File: src/rtl/wp_pkg.sv
`timescale 1ns/1ps
package wp_pkg;
    localparam int ADDR_W = 18;
    localparam int STEP_W = 4;

    typedef logic [STEP_W-1:0] step_t;

    localparam step_t STEP_IDLE = 4'd0;
    localparam step_t STEP_PEND = 4'd6;
    localparam step_t STEP_CMP  = 4'd7;
    localparam step_t STEP_LAST = 4'd9;

    // address expected at each step of the unlock pattern
    function automatic logic [ADDR_W-1:0] seq_addr(input step_t s);
        case (s)
            4'd0:    return 18'h24555;
            4'd1:    return 18'h3AAAA;
            4'd2:    return 18'h02333;
            4'd3:    return 18'h1CCCC;
            4'd4:    return 18'h000FF;
            4'd5:    return 18'h3EF00;
            4'd6:    return 18'h3AAAA;
            4'd7:    return 18'h1CCCC;
            4'd8:    return 18'h0FF00;
            default: return 18'h00000;
        endcase
    endfunction

    // steps that expect a write rather than a read
    function automatic logic seq_is_wr(input step_t s);
        return (s == 4'd6) || (s == 4'd7) || (s == 4'd8);
    endfunction
endpackage

File: src/rtl/wp_seq_fsm.sv
`timescale 1ns/1ps
module wp_seq_fsm
    import wp_pkg::*;
#(
    parameter int PROT_W = 8
) (
    input  logic              clk,
    input  logic              rst_n,
    input  logic              acc_i,
    input  logic              ce_n_i,
    input  logic              wr_i,
    input  logic [ADDR_W-1:0] addr_i,
    input  logic [PROT_W-1:0] byte_i,
    output logic              commit_o,
    output logic [PROT_W-1:0] new_prot_o,
    output logic              seq_wr_o
);
    typedef struct packed {
        step_t             step;
        logic              armed;
        logic [PROT_W-1:0] pend;
    } fsm_t;

    fsm_t st_d, st_q;
    logic hit, start, cmp_ok;

    always_comb begin
        st_d     = st_q;
        commit_o = 1'b0;
        hit      = (addr_i == seq_addr(st_q.step)) && (wr_i == seq_is_wr(st_q.step));
        start    = !wr_i && (addr_i == seq_addr(STEP_IDLE)) && st_q.armed;
        cmp_ok   = (st_q.step != STEP_CMP) || (byte_i == ~st_q.pend);
        if (acc_i) begin
            if (st_q.step == STEP_IDLE) begin
                st_d.step = start ? 4'd1 : STEP_IDLE;
            end else if (hit && cmp_ok) begin
                if (st_q.step == STEP_PEND) st_d.pend = byte_i;
                if (st_q.step == STEP_LAST) begin
                    st_d.step = STEP_IDLE;
                    commit_o  = 1'b1;
                end else begin
                    st_d.step = st_q.step + 4'd1;
                end
            end else begin
                st_d.step = start ? 4'd1 : STEP_IDLE;
            end
            st_d.armed = (addr_i == '0);
        end else if (ce_n_i) begin
            st_d.armed = 1'b1;
        end
    end

    always_ff @(posedge clk or negedge rst_n) begin
        if (!rst_n) st_q <= '{step: STEP_IDLE, armed: 1'b1, pend: '0};
        else        st_q <= st_d;
    end

    assign new_prot_o = st_q.pend;
    assign seq_wr_o   = !ce_n_i && wr_i && seq_is_wr(st_q.step)
                        && (addr_i == seq_addr(st_q.step));

    // each counted access moves one step forward or falls back to idle / step 1
    a_r5_step_order: assert property (@(posedge clk) disable iff (!rst_n)
        (acc_i && st_q.step != STEP_LAST) |=>
            (st_q.step == $past(st_q.step) + 4'd1) || (st_q.step <= 4'd1));
    // without a counted access the step does not move
    a_r3_hold_when_idle_bus: assert property (@(posedge clk) disable iff (!rst_n)
        !acc_i |=> $stable(st_q.step));
    // an unarmed access can never open the pattern
    a_r6_arm_gate: assert property (@(posedge clk) disable iff (!rst_n)
        (acc_i && !st_q.armed) |=> (st_q.step != 4'd1));
endmodule

File: src/rtl/wp_prot_reg.sv
`timescale 1ns/1ps
module wp_prot_reg #(
    parameter int PROT_W = 8
) (
    input  logic              clk,
    input  logic              rst_n,
    input  logic              commit_i,
    input  logic [PROT_W-1:0] new_i,
    output logic [PROT_W-1:0] prot_o
);
    logic [PROT_W-1:0] prot_d, prot_q;

    always_comb begin
        prot_d = prot_q;
        if (commit_i) prot_d = new_i;
    end

    always_ff @(posedge clk or negedge rst_n) begin
        if (!rst_n) prot_q <= '0;
        else        prot_q <= prot_d;
    end

    assign prot_o = prot_q;

    // the lock bits move only on a completed pattern
    a_r3_change_needs_commit: assert property (@(posedge clk) disable iff (!rst_n)
        !$stable(prot_q) |-> $past(commit_i));
    // reset clears every lock bit
    a_r2_reset_clear: assert property (@(posedge clk)
        !rst_n |=> (prot_q == '0));
endmodule

File: src/rtl/wp_sector_gate.sv
`timescale 1ns/1ps
module wp_sector_gate #(
    parameter int SECT_W = 3,
    localparam int NSECT = 1 << SECT_W
) (
    input  logic [NSECT-1:0]  prot_i,
    input  logic [SECT_W-1:0] sect_i,
    input  logic              ce_n_i,
    input  logic              we_n_i,
    input  logic              seq_wr_i,
    output logic              inhibit_o
);
    logic [NSECT-1:0] locked_hit;

    for (genvar g = 0; g < NSECT; g++) begin : g_sect
        assign locked_hit[g] = prot_i[g] && (sect_i == SECT_W'(g));
    end

    always_comb begin
        inhibit_o = 1'b0;
        if (!ce_n_i && !we_n_i && !seq_wr_i) inhibit_o = |locked_hit;
    end
endmodule

File: src/rtl/wp_unlock_seq.sv
`timescale 1ns/1ps
module wp_unlock_seq
    import wp_pkg::*;
#(
    parameter int DATA_W = 16,
    parameter int SECT_W = 3,
    localparam int NSECT = 1 << SECT_W
) (
    input  logic              clk,
    input  logic              rst_n,
    input  logic              acc_valid,
    input  logic              ce_n,
    input  logic              we_n,
    input  logic [ADDR_W-1:0] addr,
    input  logic [DATA_W-1:0] wdata,
    output logic [NSECT-1:0]  prot_state,
    output logic              wr_inhibit
);
    logic              acc;
    logic              commit;
    logic              seq_wr;
    logic [NSECT-1:0]  new_prot;
    logic [SECT_W-1:0] sect;
    logic              unused_hi;

    assign acc       = acc_valid && !ce_n;
    assign sect      = addr[ADDR_W-1 -: SECT_W];
    assign unused_hi = ^wdata[DATA_W-1:NSECT];

    wp_seq_fsm #(.PROT_W(NSECT)) u_fsm (
        .clk        (clk),
        .rst_n      (rst_n),
        .acc_i      (acc),
        .ce_n_i     (ce_n),
        .wr_i       (!we_n),
        .addr_i     (addr),
        .byte_i     (wdata[NSECT-1:0]),
        .commit_o   (commit),
        .new_prot_o (new_prot),
        .seq_wr_o   (seq_wr)
    );

    wp_prot_reg #(.PROT_W(NSECT)) u_prot (
        .clk      (clk),
        .rst_n    (rst_n),
        .commit_i (commit),
        .new_i    (new_prot),
        .prot_o   (prot_state)
    );

    wp_sector_gate #(.SECT_W(SECT_W)) u_gate (
        .prot_i    (prot_state),
        .sect_i    (sect),
        .ce_n_i    (ce_n),
        .we_n_i    (we_n),
        .seq_wr_i  (seq_wr),
        .inhibit_o (wr_inhibit)
    );

    // an inhibit is only raised for a write into a locked sector
    a_r1_inhibit_locked_write: assert property (@(posedge clk) disable iff (!rst_n)
        wr_inhibit |-> (prot_state[sect] && !we_n && !ce_n));
    // the pattern's own writes are never blocked
    a_r8_seq_write_free: assert property (@(posedge clk) disable iff (!rst_n)
        seq_wr |-> !wr_inhibit);
endmodule

File: config.mk
export PLATFORM = sky130hd
export DESIGN_NAME = wp_unlock_seq
export DESIGN_NICKNAME = d
export VERILOG_FILES = /design/src/rtl/wp_pkg.sv /design/src/rtl/wp_seq_fsm.sv /design/src/rtl/wp_prot_reg.sv /design/src/rtl/wp_sector_gate.sv /design/src/rtl/wp_unlock_seq.sv
export SDC_FILE = /design/constraint.sdc
export NUM_CORES = 1
export LEC_CHECK = 0
export BUFFER_PORTS_ARGS = -buffer_cell sky130_fd_sc_hd__clkbuf_2
export CAP_MARGIN = 20
export CORE_MARGIN = 1
export CORE_UTILIZATION = 50
export DETAILED_ROUTE_END_ITERATION = 16
export PLACE_DENSITY = 0.77
export SYNTH_ARGS = -nofsm -noshare
export SYNTH_HDL_FRONTEND = slang
export SYNTH_SLANG_ARGS = --single-unit
File: constraint.sdc
create_clock -name clk -period 6 [get_ports clk]
set_clock_uncertainty 0.15 [all_clocks]
set_input_delay 0.9 -clock clk [delete_from_list [all_inputs] [get_ports clk]]
set_output_delay 0.9 -clock clk [all_outputs]
set_load 0.01 [all_outputs]
# Word-level counts from Yosys, hierarchy flattened
# Memory sizes are Yosys's and may differ from the RTL's.
# Index checks and enable logic that the tools add are counted.
dict set report word_totals {
  out_inout_bits 9
  mem_bits_ro 576
  reg_bits 21
  n_memories 2
  input_bits 39
}
# memory words width read_ports rd_clocked_by_memory_dff wr line
set memory_table {}
lappend memory_table {{(name not given)} 16 18 1 0 0 wp_pkg.sv:15} ;# case (s)
lappend memory_table {{(name not given)} 16 18 1 0 0 wp_pkg.sv:15}
dict set report classes {
  n_bitwise 2
  n_reduce_logical 29
  n_mux 11
  add_sub_neg 1
  n_eq_ne 17
}
# cell n
set ops {}
lappend ops {{equality test 18 bit} 2}
lappend ops {{equality test 18 bit, second input constant} 1}
lappend ops {{zero test 18 bit} 1}
lappend ops {{logical AND 1 bit} 17}
lappend ops {{equality test 3 bit, second input constant} 4}
lappend ops {{two-way mux 4 bit} 3}
lappend ops {{equality test 4 x 3 -> 1 bit, second input constant} 2}
lappend ops {{equality test 4 bit, second input constant} 2}
lappend ops {{equality test 8 bit} 1}
lappend ops {{two-way mux 1 bit} 8}
lappend ops {{inverter 8 bit} 1}
lappend ops {{OR reduction 8 bit} 1}
lappend ops {{equality test 3 x 2 -> 1 bit, second input constant} 2}
lappend ops {{adder 4 x 1 -> 4 bit, second input constant} 1}
lappend ops {{zero test 4 bit} 1}
lappend ops {{inequality test 4 x 3 -> 1 bit, second input constant} 1}
lappend ops {{AND reduction 4 bit} 1}
lappend ops {{equality test 3 x 1 -> 1 bit, second input constant} 1}
lappend ops {{zero test 1 bit} 3}
lappend ops {{zero test 3 bit} 1}
lappend ops {{logical OR 1 bit} 3}
lappend ops {{nonzero test 2 bit} 1}
lappend ops {{equality test 1 bit} 1}
lappend ops {{inverter 1 bit} 1}

# Longest topological paths before layout
# Gate-level depths: netlist of the first run.
dict set report depth {
  word_depth 9
  ltp_mapped 9
}

# Hierarchy
# From an unflattened synthesis of the first run, not the netlist that was laid out.
dict set report unflattened {
  hier_cells 189
  hier_area_um2 1760.4
}
# mod instances seq_area_each_um2 area_each_um2 cells_each
set by_module_without_submodules {}
lappend by_module_without_submodules {wp_seq_fsm 1 326.6 1333.8 161}
lappend by_module_without_submodules {wp_prot_reg 1 200.2 331.6 17}
lappend by_module_without_submodules {wp_sector_gate 1 0.0 77.6 9}
lappend by_module_without_submodules {wp_unlock_seq 1 0.0 17.5 2}

# Least setup slack after synthesis of the first run
# OpenSTA, ideal clock, no wires.
dict set report synth_path {
  kind {input-to-output}
  startpoint {input addr[17]}
  endpoint {output wr_inhibit}
  path_buffers 1
  required_time_ns 4.950
  arrival_time_ns 2.308
  stages 7
  setup_slack_ns 2.642
  path_cell_list {buf_2 and4bb_1 a311oi_1 o32a_1 a221oi_4 and4_1 nor4_1}
}
dict set report synth_between {
  elab_chain_cells 5
  word_cells_on_any_way 22
}
# element line
set synth_lines {}
lappend synth_lines {{start: declaration} wp_unlock_seq.sv:14} ;# input logic [ADDR_W-1:0] addr,
lappend synth_lines {{equality test 18 bit} wp_seq_fsm.sv:60} ;# && (addr_i == seq_addr(st_q.step));
lappend synth_lines {{logical AND 1 bit} wp_seq_fsm.sv:60}
lappend synth_lines {{zero test 1 bit} wp_sector_gate.sv:21} ;# if (!ce_n_i && !we_n_i && !seq_wr_i) inhibit_o = |locked_hit;
lappend synth_lines {{logical AND 1 bit} wp_sector_gate.sv:21}
lappend synth_lines {{two-way mux 1 bit *} wp_sector_gate.sv:21}
lappend synth_lines {{end: declaration} wp_unlock_seq.sv:17} ;# output logic wr_inhibit
# Mark *: on every way between the ends. The rest lies on a longest branch, timed or not.

# Worst setup path after layout of the first run
dict set report layout_path {
  startpoint {register u_fsm.st_q[9] (netlist bit)}
  endpoint {output wr_inhibit}
}
dict set report layout_between {
  elab_chain_cells 8
  word_cells_on_any_way 12
}
# element line
set layout_lines {}
lappend layout_lines {{start: declaration} wp_seq_fsm.sv:24} ;# fsm_t st_d, st_q;
lappend layout_lines {{start signal: assignment} wp_seq_fsm.sv:54} ;# if (!rst_n) st_q <= '{step: STEP_IDLE, armed: 1'b1, pend: '0};
lappend layout_lines {{start signal: assignment} wp_seq_fsm.sv:55} ;# else st_q <= st_d;
lappend layout_lines {{parallel branches: the longest is 4 deep, another holds memory read (16 x 18 bit)} -}
lappend layout_lines {{logical AND 1 bit *} wp_seq_fsm.sv:60}
lappend layout_lines {{zero test 1 bit *} wp_sector_gate.sv:21}
lappend layout_lines {{logical AND 1 bit *} wp_sector_gate.sv:21}
lappend layout_lines {{two-way mux 1 bit *} wp_sector_gate.sv:21}
# Every way passes the cells marked *.

==> out/qor_table.md, run 1 <==
| Parameter | Reported | Unit |
|---|---|---|
| Boundary Pins | 48 | - |
| Post-synthesis cell area | 1740 | um^2 |
| Delay of the slowest critical-path stage | 0.52 | ns |
| Cell with the most instances after synthesis | dfrtp_1 | - |
| Critical path class | flip-flop to output port | - |
| Number of setup buffers added after CTS | 0 | - |
| Initial antenna violation count | 0 | - |
| Number of iterations in the first detailed-routing pass | 4 | - |
| Sinks on Clock Net | 21 | - |
| Share of synthesized flip-flops with an asynchronous set or reset | 100 | % |
| Pin count of the biggest net entering global routing | 23 | - |
| First-pass GRT wire length | 6090 | um |
| Largest area contributor in the netlist | dfrtp_1 | - |
| Yosys synthesis warning count | 0 | - |
| Cell family with most CP delay | simple AND/OR/NAND/NOR gates | - |
| Path length in cells of the critical path | 9 | - |
| Fmax | 252 | MHz |
| Deepest level of the CTS H-tree | 1 | - |
| Count of flip-flops with a built-in enable after synthesis | 0 | - |
| Cell type of the slowest stage on the worst timing path | mux2i_1 | - |
| Depth of the worst register-to-register path | 8 | - |
| Least-Margin Pin Slew | 0.741 | ns |
| Share of the yosys chip area belonging to registers | 30.4 | % |
| Placer Congestion | 0.849 | - |
| Post-cts sizing count | 0 | - |
| Yosys top cell area share | 28.8 | % |
| Number of buffers inserted during clock tree synthesis | 3 | - |
| Final hold viol count | 0 | - |
| Routed WL per cell | 14.7 | um |
| Overall global routing resource usage | 22.7 | % |
| Latest clock arrival within the worst-skew pair | 0.32 | ns |
| Min-Delay Path Class | primary input to asynchronous set/reset pin | - |
| Reg clk slew, reported paths | 0.13 | ns |
| Crit path DAT | 2.92 | ns |
| P&R area growth vs syn | 13.6 | % |
| Effective utilization at floorplan | 52.0 | % |
| Count of inserted antenna diode cells | 0 | - |
| Total number of vias | 1465 | - |
| Leading post-synthesis cells by instance count | 20 x dfrtp_1, 17 x mux2_2, 13 x nor2_1 | - |
| DPL Wire Length | 3030 | um |
| Final ANT Viol Nets | 0 | - |
| List of cells traversed by the critical path | inv_1, ha_1, nor2_1, o21bai_2, mux2i_1, a21oi_1, and4_1, nor4_1, clkbuf_2 | - |
| Register bit count reported by yosys | 21 | - |
| Kind of capture point of the worst setup path | output port | - |
| Clock Root Buffer | clkbuf_4 | - |
| Top flip-flop cell by instance count after synthesis | dfrtp_1 | - |
| DRT iter0 DRCs | 88 | - |
| Die width | 60.9 | um |
| # port buffers | 39 | - |
| Largest cells by area after synthesis | dfrtp_1 29%, mux2_2 11%, ha_1 4.3% | - |
| Final max-slew violation count | 0 | - |
| Post-cts hold buffer count | 0 | - |
| Post-route DRC violation count | 0 | - |
| Status | finished clean | - |
| Final net count | 258 | - |
| Kind of start point of the critical path | flip-flop | - |
| Die Outline Area | 3710 | um^2 |
| Total core area | 3340 | um^2 |
| Final Critical Period | 3.97 | ns |
| Number of buffers and inverters on the critical path | 2 | - |
| Total Negative Setup Slacks | 0 | ns |
| Worst supply voltage drop on vdd | 0.118 | mV |
| Headroom to the max-slew limit | 50.3 | % |
| Layout cell share with drive strength beyond 1 | 35.8 | % |
| Die span in y | 60.9 | um |
| Synthesized area divided by synthesized cell count | 9.92 | um^2 |
| Clock tree from TritonCTS | done | - |
| Number of cell rows | 21 | - |
| Post-synthesis net count | 220 | - |
| Synth unique cells | 56 | - |
| Via count of the first global-routing pass | 1352 | - |
| RSZ-0062 raised after global routing | false | - |
| Crit Path Max Fanout | 7 | - |
| Pleak | 0.929 | nW |
| CP Data Required Time | 4.95 | ns |
| Power density normalized to cell area | 126 | nW/um^2 |
| CTS max path bufs | 2 | - |
| Avg Vias per Cell | 5.68 | - |
| Total gr overflow | 0 | - |
| Worst Hold Margin | 0.370 | ns |
| Reported max-cap violation count | 0 | - |
| Number of standard cells after synthesis | 175 | - |
| Final number of setup-violating endpoints | 0 | - |
| Final worst-path cycle share | 66.1 | % |
| Wirelength, routed | 3800 | um |
## through the flow
stage / area, um^2 / worst slack [ns] / std cells / power [mW] / util, %
6_report: 1970 / 2.03 / 258 / 0.247 / 59.1
5_1_grt: 1970 / 1.73 / 258 / 0.258 / 59.1
4_1_cts: 1970 / 2.03 / 258 / 0.248 / 59.1
3_5_place_dp: 1940 / 2.35 / 254 / 0.179 / 58.2
3_3_place_gp: 1940 / 2.35 / 254 / 0.179 / 58.2
2_1_floorplan: 1740 / 2.64 / 175 / 0.160 / -
## cell families (layout without fill, tap and decap cells)
| logic type | Yosys count | after routing | synth area share [%] |
|---|---|---|---|
| buffers and inverters | 9 | 46 | 3.24 |
| muxes | 23 | 23 | 15.9 |
| AOI/OAI and AO/OA | 32 | 32 | 15.0 |
| xor gates and xnor gates | 9 | 9 | 4.54 |
| adders and majority gates | 6 | 6 | 4.33 |
| and+or+nand+nor | 75 | 75 | 26.6 |
| DFF | 21 | 21 | 30.4 |
## worst register-to-register path, cell delays in order (launching register included)
cell and delay (ns):
dfrtp_1 0.49, inv_1 0.16, ha_1 0.38, nor2_1 0.18, nor3_1 0.11, or2_1 0.29
a221oi_4 0.52, nand4_4 0.29, mux2_2 0.35
## state kept, by name (all words and copies together), names as in the netlist
signal and cells:
u_fsm.st_q 5, u_fsm.new_prot_o 8, u_prot.prot_o 8
## final timing paths
check / end / startpoint / slack (ns)
worst max-delay path: wr_inhibit / u_fsm.st_q[9] / 2.03
worst min-delay path: u_prot.prot_o[5] / rst_n / 0.37
worst max register to register: u_fsm.new_prot_o[4] / u_fsm.st_q[9] / 2.96
worst min register to register: u_prot.prot_o[5] / u_prot.prot_o[5] / 0.40
max in group asynchronous: u_fsm.st_q[8] / rst_n / 4.96
min in group clk: u_prot.prot_o[5] / u_prot.prot_o[5] / 0.40
## layout make-up
type / count / area (um^2)
multi-input cells: 145 / 1150
fillers: 311 / 1370
well taps: 46 / 57.6
flip-flops and latches: 21 / 527
repair buffers: 39 / 195
clock inverters: 1 / 5.00
clock buffers: 3 / 22.5
inverters: 3 / 11.3
## per-layer routing
layer / wire, um / part of all wire, % / GRT usage, % / vias up
met4: 61 / 1.6 / 8.12 / 0
met1: 1790 / 47 / 30.2 / 677
met3: 133 / 3.5 / 3.20 / 7
met5: 0 / 0 / 0 / -
li1: - / - / - / 736
met2: 1810 / 48 / 37.8 / 45
## cell usage in the layout, fill, tap and decap left out, types with 3 or more instances in the layout
| cell | Yosys | routed |
|---|---|---|
| nor4_1 | 4 | 4 |
| and2_1 | 3 | 3 |
| a211oi_1 | 3 | 3 |
| nor2b_1 | 3 | 3 |
| nor2_1 | 13 | 13 |
| o21ai_0 | 5 | 5 |
| nand4_1 | 3 | 3 |
| nand3_1 | 9 | 9 |
| mux2i_1 | 4 | 4 |
| ha_1 | 6 | 6 |
| dfrtp_1 | 20 | 20 |
| nand2b_1 | 4 | 4 |
| xnor2_1 | 8 | 8 |
| mux2_2 | 17 | 17 |
| clkbuf_4 | 0 | 3 |
| a21oi_1 | 6 | 6 |
| nor3_1 | 3 | 3 |
| clkbuf_2 | 0 | 39 |
| or2_2 | 5 | 5 |
| inv_1 | 3 | 3 |
| nand2_1 | 10 | 10 |
## where the power goes
part	internal, mW	leakage (nW)	switching (mW)
Sequential	0.142	0.290	0.000212
Combinational	0.0148	0.622	0.0190
Clock	0.0250	0.0177	0.0461
No activity file was read; power rests on OpenSTA's default activity.
==> run 2: changes to the inputs <==
- clock period: 6 -> 3.9 ns (I/O delays scaled with it)
==> run 2 against run 1 <==
Compared with the run above:
- sequential power is 53% higher
- highest routed layer unchanged
- combinational power is 54% higher
- critical path type unchanged
- register-to-register slack got worse by 2.1 ns
- largest cell class unchanged
- global-route usage decreased by 1.4 points
- design area unchanged
- largest power group unchanged
==> out/qor_table.md, run 2 (synthesis results as in run 1) <==
| Parameter | Reported | Unit | Delta |
|---|---|---|---|
| P&R area growth vs syn | 13.6 | % | unchanged |
| Placer Congestion | 0.818 | - | -3.7% |
| Number of buffers and inverters on the critical path | 2 | - | unchanged |
| Delay of the slowest critical-path stage | 0.51 | ns | about the same |
| Number of setup buffers added after CTS | 0 | - | unchanged |
| Cell type of the slowest stage on the worst timing path | dfrtp_1 | - |  |
| Critical path class | flip-flop to output port | - |  |
| Die span in y | 60.9 | um | unchanged |
| Worst slack, placed | 0.588 | ns | -1.76 ns |
| Pin count of the biggest net entering global routing | 23 | - | unchanged |
| Initial antenna violation count | 0 | - | unchanged |
| Cell family with most CP delay | simple AND/OR/NAND/NOR gates | - |  |
| Number of iterations in the first detailed-routing pass | 4 | - | unchanged |
| First-pass GRT wire length | 5860 | um | -3.7% |
| Final worst-path cycle share | 93.2 | % |  |
| Power, Total | 0.376 | mW | +52% |
| Number of cell rows | 21 | - | unchanged |
| CP Data Required Time | 3.16 | ns | -1.79 ns |
| Total Negative Setup Slacks | 0 | ns | unchanged |
| Wirelength, routed | 3770 | um | -0.84% |
| Post-cts sizing count | 0 | - | unchanged |
| DRT iter0 DRCs | 68 | - | -23% |
| Count of inserted antenna diode cells | 0 | - | unchanged |
| DPL Wire Length | 3000 | um | -1.1% |
| Final ANT Viol Nets | 0 | - | unchanged |
| Effective utilization at floorplan | 52.0 | % | unchanged |
| Top library cells by usage in the layout, fill and taps aside | 39 x clkbuf_2, 20 x dfrtp_1, 17 x mux2_2 | - |  |
| Via count of the first global-routing pass | 1306 | - | -3.4% |
| Status | finished clean | - |  |
| Deepest level of the CTS H-tree | 1 | - | unchanged |
| Boundary Pins | 48 | - | unchanged |
| Headroom to the max-slew limit | 50.4 | % | +0.099 points |
| Die Outline Area | 3710 | um^2 | unchanged |
| Setup slack of the critical path after layout | 0.267 | ns | -1.77 ns |
| Die width | 60.9 | um | unchanged |
| Post-route DRC violation count | 0 | - | unchanged |
| Min-Delay Path Class | primary input to asynchronous set/reset pin | - |  |
| Total core area | 3340 | um^2 | unchanged |
| Clock Root Buffer | clkbuf_4 | - |  |
| Final net count | 258 | - | unchanged |
| Depth of the worst register-to-register path | 8 | - | unchanged |
| Crit Path Max Fanout | 8 | - | +1 |
| List of cells traversed by the critical path | inv_1, ha_1, nor2_1, o21bai_2, mux2i_1, a21oi_1, and4_1, nor4_1, clkbuf_2 | - |  |
| Post-cts hold buffer count | 0 | - | unchanged |
| Final max-slew violation count | 0 | - | unchanged |
| Overall global routing resource usage | 21.3 | % | -1.4 points |
| RSZ-0062 raised after global routing | false | - |  |
| # port buffers | 39 | - | unchanged |
| Layout cell share with drive strength beyond 1 | 35.8 | % | unchanged |
| Pleak | 0.929 | nW | unchanged |
| Fmax | 275 | MHz |  |
| Final Critical Period | 3.63 | ns |  |
| Worst supply voltage drop on vdd | 0.162 | mV | +38% |
| Final hold viol count | 0 | - | unchanged |
| Flop-to-flop setup slack | 0.86 | ns | -2.10 ns |
| Kind of capture point of the worst setup path | output port | - |  |
| Total gr overflow | 0 | - | unchanged |
| Crit path DAT | 2.90 | ns | -0.02 ns |
| Worst R2R Start | u_fsm.st_q[10] | - |  |
| Total number of vias | 1487 | - | +1.5% |
| Filler Cell Count | 322 | - | +3.5% |
| Final number of setup-violating endpoints | 0 | - | unchanged |
| Power density normalized to cell area | 191 | nW/um^2 | +52% |
| Launching instance or port of the critical path | u_fsm.st_q[10] | - |  |
| Kind of start point of the critical path | flip-flop | - |  |
| Reported max-cap violation count | 0 | - | unchanged |
| CTS max path bufs | 2 | - | unchanged |
| Sinks on Clock Net | 21 | - | unchanged |
| Number of buffers inserted during clock tree synthesis | 3 | - | unchanged |
| Share of the core filled with cells in the final layout | 59.1 | % | unchanged |
| Most common library cell in the layout ignoring fill and taps | clkbuf_2 | - |  |
| Routed WL per cell | 14.6 | um | -0.84% |
| Avg Vias per Cell | 5.76 | - | +1.5% |
| Critical Path End | wr_inhibit | - |  |
| Clock tree from TritonCTS | done | - |  |
| Latest clock arrival within the worst-skew pair | 0.30 | ns | -0.02 ns |
| Endpoint of the worst register-to-register path | u_fsm.new_prot_o[0] | - |  |
| Reg clk slew, reported paths | 0.12 | ns | about the same |
| Least-Margin Pin Slew | 0.740 | ns | -0.00147 ns |
| Path length in cells of the critical path | 9 | - | unchanged |
## run 2: cell counts in the layout (fill, tap and decap cells not counted)
No cell type changed its count.
## run 2: worst min path at each step
stage / cells after the start / start / slack (ns) / to
2_1_floorplan: 0 / rst_n / 0.14 / u_fsm.new_prot_o[0]
3_3_place_gp: 1 / u_prot.prot_o[0] / 0.36 / u_prot.prot_o[0]
3_5_place_dp: 1 / u_prot.prot_o[3] / 0.37 / u_prot.prot_o[3]
4_1_cts: 1 / rst_n / 0.09 / u_prot.prot_o[5]
5_1_grt: 1 / rst_n / 0.11 / u_fsm.st_q[9]
6_report: 1 / rst_n / 0.08 / u_prot.prot_o[5]
## run 2: per-stage QoR
| step | std cells | area, um^2 | hold slack [ns] |
|---|---|---|---|
| 6_report | 258 | 1970 | 0.0785 |
| 5_1_grt | 258 | 1970 | 0.110 |
| 4_1_cts | 258 | 1970 | 0.0902 |
| 3_5_place_dp | 254 | 1940 | 0.370 |
| 3_3_place_gp | 254 | 1940 | 0.363 |
| 2_1_floorplan | 175 | 1740 | 0.139 |
## run 2: report_power, final
group | total [mW] | switching (mW) | internal (mW)
Clock | 0.104 | 0.0662 | 0.0382
Sequential | 0.219 | 0.000329 | 0.219
Combinational | 0.0521 | 0.0292 | 0.0228
Total | 0.376 | 0.0958 | 0.280
## run 2: per-layer routing
layer | GRT usage, % | share of wire [%] | vias to the layer above | routed length [um]
met3 | 1.28 | 4.3 | 2 | 161
met2 | 36.6 | 48 | 49 | 1820
met1 | 30.1 | 47 | 697 | 1780
li1 | - | - | 739 | -
met5 | 0 | 0 | - | 0
met4 | 3.90 | 0.13 | 0 | 5
## run 2: final cells by class
class                      instances  area (um^2)  area share (%)
sequential                        21          527            26.7
clock inverter                     1         5.00           0.254
timing repair buffer              39          195            9.90
tap                               46         57.6            2.92
inverter                           3         11.3           0.571
multi-input combinational        145         1150            58.5
clock buffer                       3         22.5            1.14
